===== config.mk =====
export PLATFORM = sky130hd
export DESIGN_NAME = vsid_scrambler
export DESIGN_NICKNAME = d
export VERILOG_FILES = /design/src/rtl/vsid_pkg.sv /design/src/rtl/vsid_proto_build.sv /design/src/rtl/vsid_mul_stage.sv /design/src/rtl/vsid_fold_stage.sv /design/src/rtl/vsid_fix_stage.sv /design/src/rtl/vsid_scrambler.sv
export SDC_FILE = /design/constraint.sdc
export NUM_CORES = 2
export LEC_CHECK = 0
export BUFFER_PORTS_ARGS = -buffer_cell sky130_fd_sc_hd__buf_2
export CAP_MARGIN = 10
export CORE_ASPECT_RATIO = 0.6
export CORE_UTILIZATION = 35
export DETAILED_ROUTE_END_ITERATION = 6
export REMOVE_ABC_BUFFERS = 1
export SLEW_MARGIN = 20
export SYNTH_ARGS = -nofsm -noshare
export SYNTH_HDL_FRONTEND = slang
export SYNTH_SLANG_ARGS = --single-unit

===== constraint.sdc =====
create_clock -name clk -period 24.7 [get_ports clk]
set_input_delay 4.94 -clock clk [delete_from_list [all_inputs] [get_ports clk]]
set_output_delay 4.94 -clock clk [all_outputs]
set_load 0.01 [all_outputs]

===== src/rtl/vsid_pkg.sv =====
// Shared constants and helpers for the segment-identifier scrambler.
// Assumes the product of a 36-bit proto and a 28-bit multiplier fits 64 bits.
package vsid_pkg;

    typedef enum logic {
        SEG_256M = 1'b0,
        SEG_1T   = 1'b1
    } seg_mode_e;

    localparam int VSID_W   = 36;
    localparam int EA_W     = 64;
    localparam int MULT_W   = 28;
    localparam int PROD_W   = VSID_W + MULT_W;
    localparam int FOLD_W   = VSID_W + 1;

    localparam int BITS_256M = 36;
    localparam int BITS_1T   = 24;

    localparam int ESID_SH_256M = 28;
    localparam int ESID_SH_1T   = 40;
    localparam int UCTX_SH_256M = 16;
    localparam int UCTX_SH_1T   = 4;

    localparam logic [MULT_W-1:0] MULT_256M = 28'd200730139;
    localparam logic [MULT_W-1:0] MULT_1T   = 28'd12538073;

    // All-ones modulus of the chosen mode, zero-extended to VSID_W.
    function automatic logic [VSID_W-1:0] seg_mask(input seg_mode_e m);
        return (m == SEG_1T) ? VSID_W'((64'd1 << BITS_1T) - 64'd1)
                             : VSID_W'((64'd1 << BITS_256M) - 64'd1);
    endfunction

    // Multiplier of the chosen mode.
    function automatic logic [MULT_W-1:0] seg_mult(input seg_mode_e m);
        return (m == SEG_1T) ? MULT_1T : MULT_256M;
    endfunction

endpackage


===== src/rtl/vsid_proto_build.sv =====
// Forms the proto identifier from a request, without registers.
// Kernel requests use the address segment number. User requests join the
// context above it. The result is cut to the mode width, and the reserved
// all-ones value is flagged.
// Assumes CTX_W + 16 <= 36, so the context shift is a plain zero-extension.
module vsid_proto_build
    import vsid_pkg::*;
#(
    parameter int CTX_W = 19
) (
    input  seg_mode_e            mode,
    input  logic                 kernel,
    input  logic [CTX_W-1:0]     ctx,
    input  logic [EA_W-1:0]      ea,
    output logic [VSID_W-1:0]    proto,
    output logic                 reserved
);
    logic [VSID_W-1:0] esid_256m;
    logic [VSID_W-1:0] esid_1t;
    logic [VSID_W-1:0] raw;
    logic [VSID_W-1:0] mask;
    logic              unused_ea_low;

    // Segment numbers of the effective address for both segment sizes.
    always_comb begin
        esid_256m = ea[EA_W-1:ESID_SH_256M];
        esid_1t   = VSID_W'(ea[EA_W-1:ESID_SH_1T]);
    end

    // The offset bits below the segment number do not enter the proto.
    assign unused_ea_low = ^ea[ESID_SH_256M-1:0];

    // Choose the kernel or user form, then cut to the mode width.
    always_comb begin
        mask = seg_mask(mode);
        if (kernel)
            raw = (mode == SEG_1T) ? esid_1t : esid_256m;
        else if (mode == SEG_1T)
            raw = (VSID_W'(ctx) << UCTX_SH_1T) | esid_1t;
        else
            raw = (VSID_W'(ctx) << UCTX_SH_256M) | esid_256m;
        proto    = raw & mask;
        reserved = (proto == mask);
    end
endmodule


===== src/rtl/vsid_mul_stage.sv =====
// Stage 1: registers the exact product of proto and the mode multiplier.
// Assumes the enable is the common advance signal of the pipeline.
module vsid_mul_stage
    import vsid_pkg::*;
(
    input  logic                 clk,
    input  logic                 rst_n,
    input  logic                 adv,
    input  logic                 in_valid,
    input  seg_mode_e            in_mode,
    input  logic                 in_err,
    input  logic [VSID_W-1:0]    proto,
    output logic                 s_valid,
    output seg_mode_e            s_mode,
    output logic                 s_err,
    output logic [PROD_W-1:0]    s_prod
);
    logic [PROD_W-1:0] prod;

    // Exact product; the multiplier is picked by mode.
    assign prod = PROD_W'(proto) * PROD_W'(seg_mult(in_mode));

    // Hold the product and tags when the pipeline advances.
    always_ff @(posedge clk) begin
        if (!rst_n) begin
            s_valid <= 1'b0;
            s_mode  <= SEG_256M;
            s_err   <= 1'b0;
            s_prod  <= '0;
        end else if (adv) begin
            s_valid <= in_valid;
            s_mode  <= in_mode;
            s_err   <= in_err;
            s_prod  <= prod;
        end
    end
endmodule


===== src/rtl/vsid_fold_stage.sv =====
// Stage 2: adds the bits above n to the bits below n.
// Assumes that in 1 TB mode the product is below 2^48, because both
// factors are below 2^24.
module vsid_fold_stage
    import vsid_pkg::*;
(
    input  logic                 clk,
    input  logic                 rst_n,
    input  logic                 adv,
    input  logic                 in_valid,
    input  seg_mode_e            in_mode,
    input  logic                 in_err,
    input  logic [PROD_W-1:0]    prod,
    output logic                 s_valid,
    output seg_mode_e            s_mode,
    output logic                 s_err,
    output logic [FOLD_W-1:0]    s_fold
);
    logic [FOLD_W-1:0] fold_256m;
    logic [FOLD_W-1:0] fold_1t;

    // High part plus low part for both split points.
    always_comb begin
        fold_256m = FOLD_W'(prod[PROD_W-1:BITS_256M]) + FOLD_W'(prod[BITS_256M-1:0]);
        fold_1t   = FOLD_W'(prod[2*BITS_1T-1:BITS_1T]) + FOLD_W'(prod[BITS_1T-1:0]);
    end

    // Hold the folded sum and tags when the pipeline advances.
    always_ff @(posedge clk) begin
        if (!rst_n) begin
            s_valid <= 1'b0;
            s_mode  <= SEG_256M;
            s_err   <= 1'b0;
            s_fold  <= '0;
        end else if (adv) begin
            s_valid <= in_valid;
            s_mode  <= in_mode;
            s_err   <= in_err;
            s_fold  <= (in_mode == SEG_1T) ? fold_1t : fold_256m;
        end
    end
endmodule


===== src/rtl/vsid_fix_stage.sv =====
// Stage 3: end-around correction of the folded sum.
// When the sum is at or above 2^n - 1, adding one carries into bit n.
// Adding that carry and keeping n bits gives the residue.
// Assumes the folded sum is below 2^(n+1) - 1.
module vsid_fix_stage
    import vsid_pkg::*;
(
    input  logic                 clk,
    input  logic                 rst_n,
    input  logic                 adv,
    input  logic                 in_valid,
    input  seg_mode_e            in_mode,
    input  logic                 in_err,
    input  logic [FOLD_W-1:0]    fold,
    output logic                 s_valid,
    output seg_mode_e            s_mode,
    output logic                 s_err,
    output logic [VSID_W-1:0]    s_vsid
);
    logic              carry;
    logic [VSID_W-1:0] fixed;

    // Detect a sum at or above the all-ones value of the mode.
    always_comb begin
        if (in_mode == SEG_1T)
            carry = (|fold[FOLD_W-1:BITS_1T]) | (&fold[BITS_1T-1:0]);
        else
            carry = fold[BITS_256M] | (&fold[BITS_256M-1:0]);
        fixed = VSID_W'(fold + FOLD_W'(carry)) & seg_mask(in_mode);
    end

    // Hold the final identifier and tags when the pipeline advances.
    always_ff @(posedge clk) begin
        if (!rst_n) begin
            s_valid <= 1'b0;
            s_mode  <= SEG_256M;
            s_err   <= 1'b0;
            s_vsid  <= '0;
        end else if (adv) begin
            s_valid <= in_valid;
            s_mode  <= in_mode;
            s_err   <= in_err;
            s_vsid  <= fixed;
        end
    end
endmodule


===== src/rtl/vsid_scrambler.sv =====
// Top of the segment-identifier scrambler. It has three registered stages
// (multiply, fold, correct) that share one advance signal. The advance
// signal is high unless the output holds a result that the consumer has
// not taken.
// Assumes rst_n is synchronous and active low.
module vsid_scrambler
    import vsid_pkg::*;
#(
    parameter int CTX_W = 19
) (
    input  logic                 clk,
    input  logic                 rst_n,
    input  logic                 in_valid,
    output logic                 in_ready,
    input  logic                 in_mode,
    input  logic                 in_kernel,
    input  logic [CTX_W-1:0]     in_context,
    input  logic [EA_W-1:0]      in_ea,
    output logic                 out_valid,
    input  logic                 out_ready,
    output logic [VSID_W-1:0]    out_vsid,
    output logic                 out_mode,
    output logic                 out_err
);
    seg_mode_e         mode_in;
    logic [VSID_W-1:0] proto;
    logic              reserved;
    logic              adv;

    logic              s1_valid, s2_valid, s3_valid;
    seg_mode_e         s1_mode, s2_mode, s3_mode;
    logic              s1_err, s2_err, s3_err;
    logic [PROD_W-1:0] s1_prod;
    logic [FOLD_W-1:0] s2_fold;
    logic [VSID_W-1:0] s3_vsid;

    // Decode the mode pin into the shared enum.
    assign mode_in = seg_mode_e'(in_mode);

    // Advance whenever the output slot is free or is being drained.
    assign adv      = !s3_valid || out_ready;
    assign in_ready = adv;

    vsid_proto_build #(.CTX_W(CTX_W)) u_proto (
        .mode     (mode_in),
        .kernel   (in_kernel),
        .ctx      (in_context),
        .ea       (in_ea),
        .proto    (proto),
        .reserved (reserved)
    );

    vsid_mul_stage u_mul (
        .clk      (clk),
        .rst_n    (rst_n),
        .adv      (adv),
        .in_valid (in_valid),
        .in_mode  (mode_in),
        .in_err   (reserved),
        .proto    (proto),
        .s_valid  (s1_valid),
        .s_mode   (s1_mode),
        .s_err    (s1_err),
        .s_prod   (s1_prod)
    );

    vsid_fold_stage u_fold (
        .clk      (clk),
        .rst_n    (rst_n),
        .adv      (adv),
        .in_valid (s1_valid),
        .in_mode  (s1_mode),
        .in_err   (s1_err),
        .prod     (s1_prod),
        .s_valid  (s2_valid),
        .s_mode   (s2_mode),
        .s_err    (s2_err),
        .s_fold   (s2_fold)
    );

    vsid_fix_stage u_fix (
        .clk      (clk),
        .rst_n    (rst_n),
        .adv      (adv),
        .in_valid (s2_valid),
        .in_mode  (s2_mode),
        .in_err   (s2_err),
        .fold     (s2_fold),
        .s_valid  (s3_valid),
        .s_mode   (s3_mode),
        .s_err    (s3_err),
        .s_vsid   (s3_vsid)
    );

    // Drive the result ports from the last stage.
    assign out_valid = s3_valid;
    assign out_vsid  = s3_vsid;
    assign out_mode  = logic'(s3_mode);
    assign out_err   = s3_err;
endmodule


==> flow_summary.ini <==
[route]
drtPass1Iterations = 5
ant_nets = 0
route.detailed.drc = 0
drt_iter0_markers = 2012
wl_mm = 97.39
vias = 23910
viasPerCell = 5.079
wl_per_cell_um = 20.69

[logic_synthesis]
synthCells = 3401
synth_cell_types = 72
synthAdderAreaFrac_pct = 53.22
ys_seq_area_share_pct = 9.397
synth-compound-area-share_pct = 12.31
post_synth_instance_area_um2 = 31100
ys_warn_count = 0
synth_top_area_share_pct = 39.58
synthTopCellsByArea = fa_1 (40%), ha_1 (14%), dfxtp_1 (9.4%)
synth_top_family_by_area = adder cells
yosysTopAreaCell = fa_1
synthXorXnorAreaFrac_pct = 4.252
syn_area_per_cell_um2 = 9.145
yosys.area_share.simple_pct = 10.61
muxShareOfSynthArea_pct = 0.2575
ys.flop_type = dfxtp_1
async_reset_ff_share_pct = 0
synth_edf_count = 0
synth-seq-cells = 146

[floorplan]
io_pins = 129
start_util_pct = 35.44
core.rowCount = 84
die_x_um = 386.9
die_y_um = 232.9
dieArea_um2 = 90100
coreArea_um2 = 87760

[timing]
hold_viol = 0
fmax_ghz = 0.07326
min_period_over_period_pct = 55.26
setup_viol = 0
rsz0062_at_grt = no
slew_headroom_pct = 24.00
fin_setup_tns_ns = 0
skew_ns = 0.01060
period_needed_ns = 13.65
worst_pin_slew_ns = 1.140
final_max_slew_viol_count = 0

[placement]
placed_cells = 4675
routabilityCongestion = 0.9847
hpwl_mm = 86.44
io_buffer_count = 100

[cells_and_area]
layout.cells.non_filler = 4707
diodes = 0
drive_gt1_share_pct = 5.415
area_delta_synth_final_pct = 9.003
nNetsFinal = 4576
layout_commonest_cell = inv_1
n_fill_cell = 8880
final_util_pct = 38.63
mostFrequentLayoutCells = inv_1 (714), fa_1 (615), ha_1 (339), nand2_1 (238), nor2_1 (195)

[cts]
cts_hold_buffers = 0
cts-resized-gates = 0
cts.sinks = 146
postCtsSetupBuffers = 0
insertion_delay_ns = 0.44
numCtsBuffers = 17
cts_root_buffer = clkbuf_16
h-tree-depth = 4
path_clk_slew_ns = 0.07
clk_path_buf_depth = 2
cts_tree = done

[setup_path]
crit_family = adder cells
crit_path_top_delay_cell = nor4_1
slowest_delay_ns = 0.76
crit_buf_inv = 5
crit_type = primary input to flop
cp_max_fo = 77
cp.arrival_ns = 13.98
endpoint_kind = flop
crit_top_cell = fa_1
cp.required_ns = 25.03
start_kind = primary input

[status]
status = completed

[hold_path]
hp-class = flop to flop

[job]
maxCapViolCount = 0

[grt]
antenna_found_initial = 1
grtUsageTotal_pct = 22.47
grt_pass1_wl_mm = 151.2
grt_max_degree = 85
overflow = 0
grt_pass1_vias = 24580
==> worst register-to-register path, delay by kind of cell (launching register included) <==
| family | cells | cell delay [ns] |
|---|---|---|
| and+or+nand+nor | 10 | 3.13 |
| DFF | 1 | 0.44 |
| adders and majority gates | 2 | 0.50 |
| xor gates and xnor gates | 1 | 0.15 |
| AOI/OAI and AO/OA | 3 | 0.74 |
==> layout make-up <==
type,count,area (um^2),share of cell area [%]
multi-input combinational,2521,25440,75.05
clock buffer,17,425.4,1.255
tap,1161,1453,4.285
inverter,717,2694,7.946
sequential,146,2923,8.621
timing repair buffer,130,748.2,2.207
clock inverter,15,217.7,0.6421
==> synth_stat cells (all sizes together) (7+ instances only) <==
master  count
inv       716
fa        615
ha        339
nand2     238
nor2      197
a21oi     185
o21ai     150
dfxtp     146
clkbuf    100
xnor2      84
xor2       67
a21o       62
nand3      53
a211oi     36
nor2b      36
nand4      33
nand2b     27
nor3       25
a31oi      23
and2       23
and3       23
o21bai     21
or3        19
o21a       17
or2        14
a22o       13
nor4       11
a311oi      9
o211ai      9
mux2i       8
o22ai       8
o31ai       7
==> registers in the layout (all words and copies together) (netlist names) <==
signal and count:
u_mul.s_prod 64, u_fold.s_fold 37, u_fix.s_vsid 36, u_fix.s_err 1, u_fix.s_mode 1, u_fix.s_valid 1
u_fold.s_err 1, u_fold.s_mode 1, u_fold.s_valid 1, u_mul.s_err 1, u_mul.s_mode 1, u_mul.s_valid 1
==> worst paths after layout <==
check / from / endpoint / slack, ns / cells after the start
setup / recovery: in_mode / u_mul.s_prod[43] / 11.05 / 27
hold / removal: u_fix.s_vsid[1] / u_fix.s_vsid[1] / 0.45 / 2
setup reg to reg: u_fold.s_fold[4] / u_fix.s_vsid[34] / 19.63 / 16
hold reg to reg: u_fix.s_vsid[1] / u_fix.s_vsid[1] / 0.45 / 2
==> cell families (layout without fill, tap and decap cells) <==
group,after synthesis,in the layout
other,2,91
xor gates and xnor gates,151,151
muxes,8,8
adders and majority gates,954,954
and+or+nand+nor,713,713
AOI/OAI and AO/OA,604,604
DFF,146,146
buffers and inverters,823,879
==> routing by layer <==
metal	vias up	GRT usage [%]	wire, um
met3	46	6.375	9948
met1	12010	35.43	49510
met2	802	30.58	37270
met4	2	2.166	647
met5	-	0	13
li1	11050	-	-
==> per-stage QoR <==
step           cell area (um^2)  hold slack, ns  worst slack [ns]
3_5_place_dp              33260          0.4477             10.93
3_3_place_gp              33230          0.4396             10.87
5_1_grt                   33900          0.4656             10.72
6_report                  33900          0.4523             11.05
4_1_cts                   33900          0.4563             11.38
2_1_floorplan             31040          0.4291             11.60
Power is not shown: default switching activity piles up to over one toggle a cycle in this logic, so the estimate is an artifact.
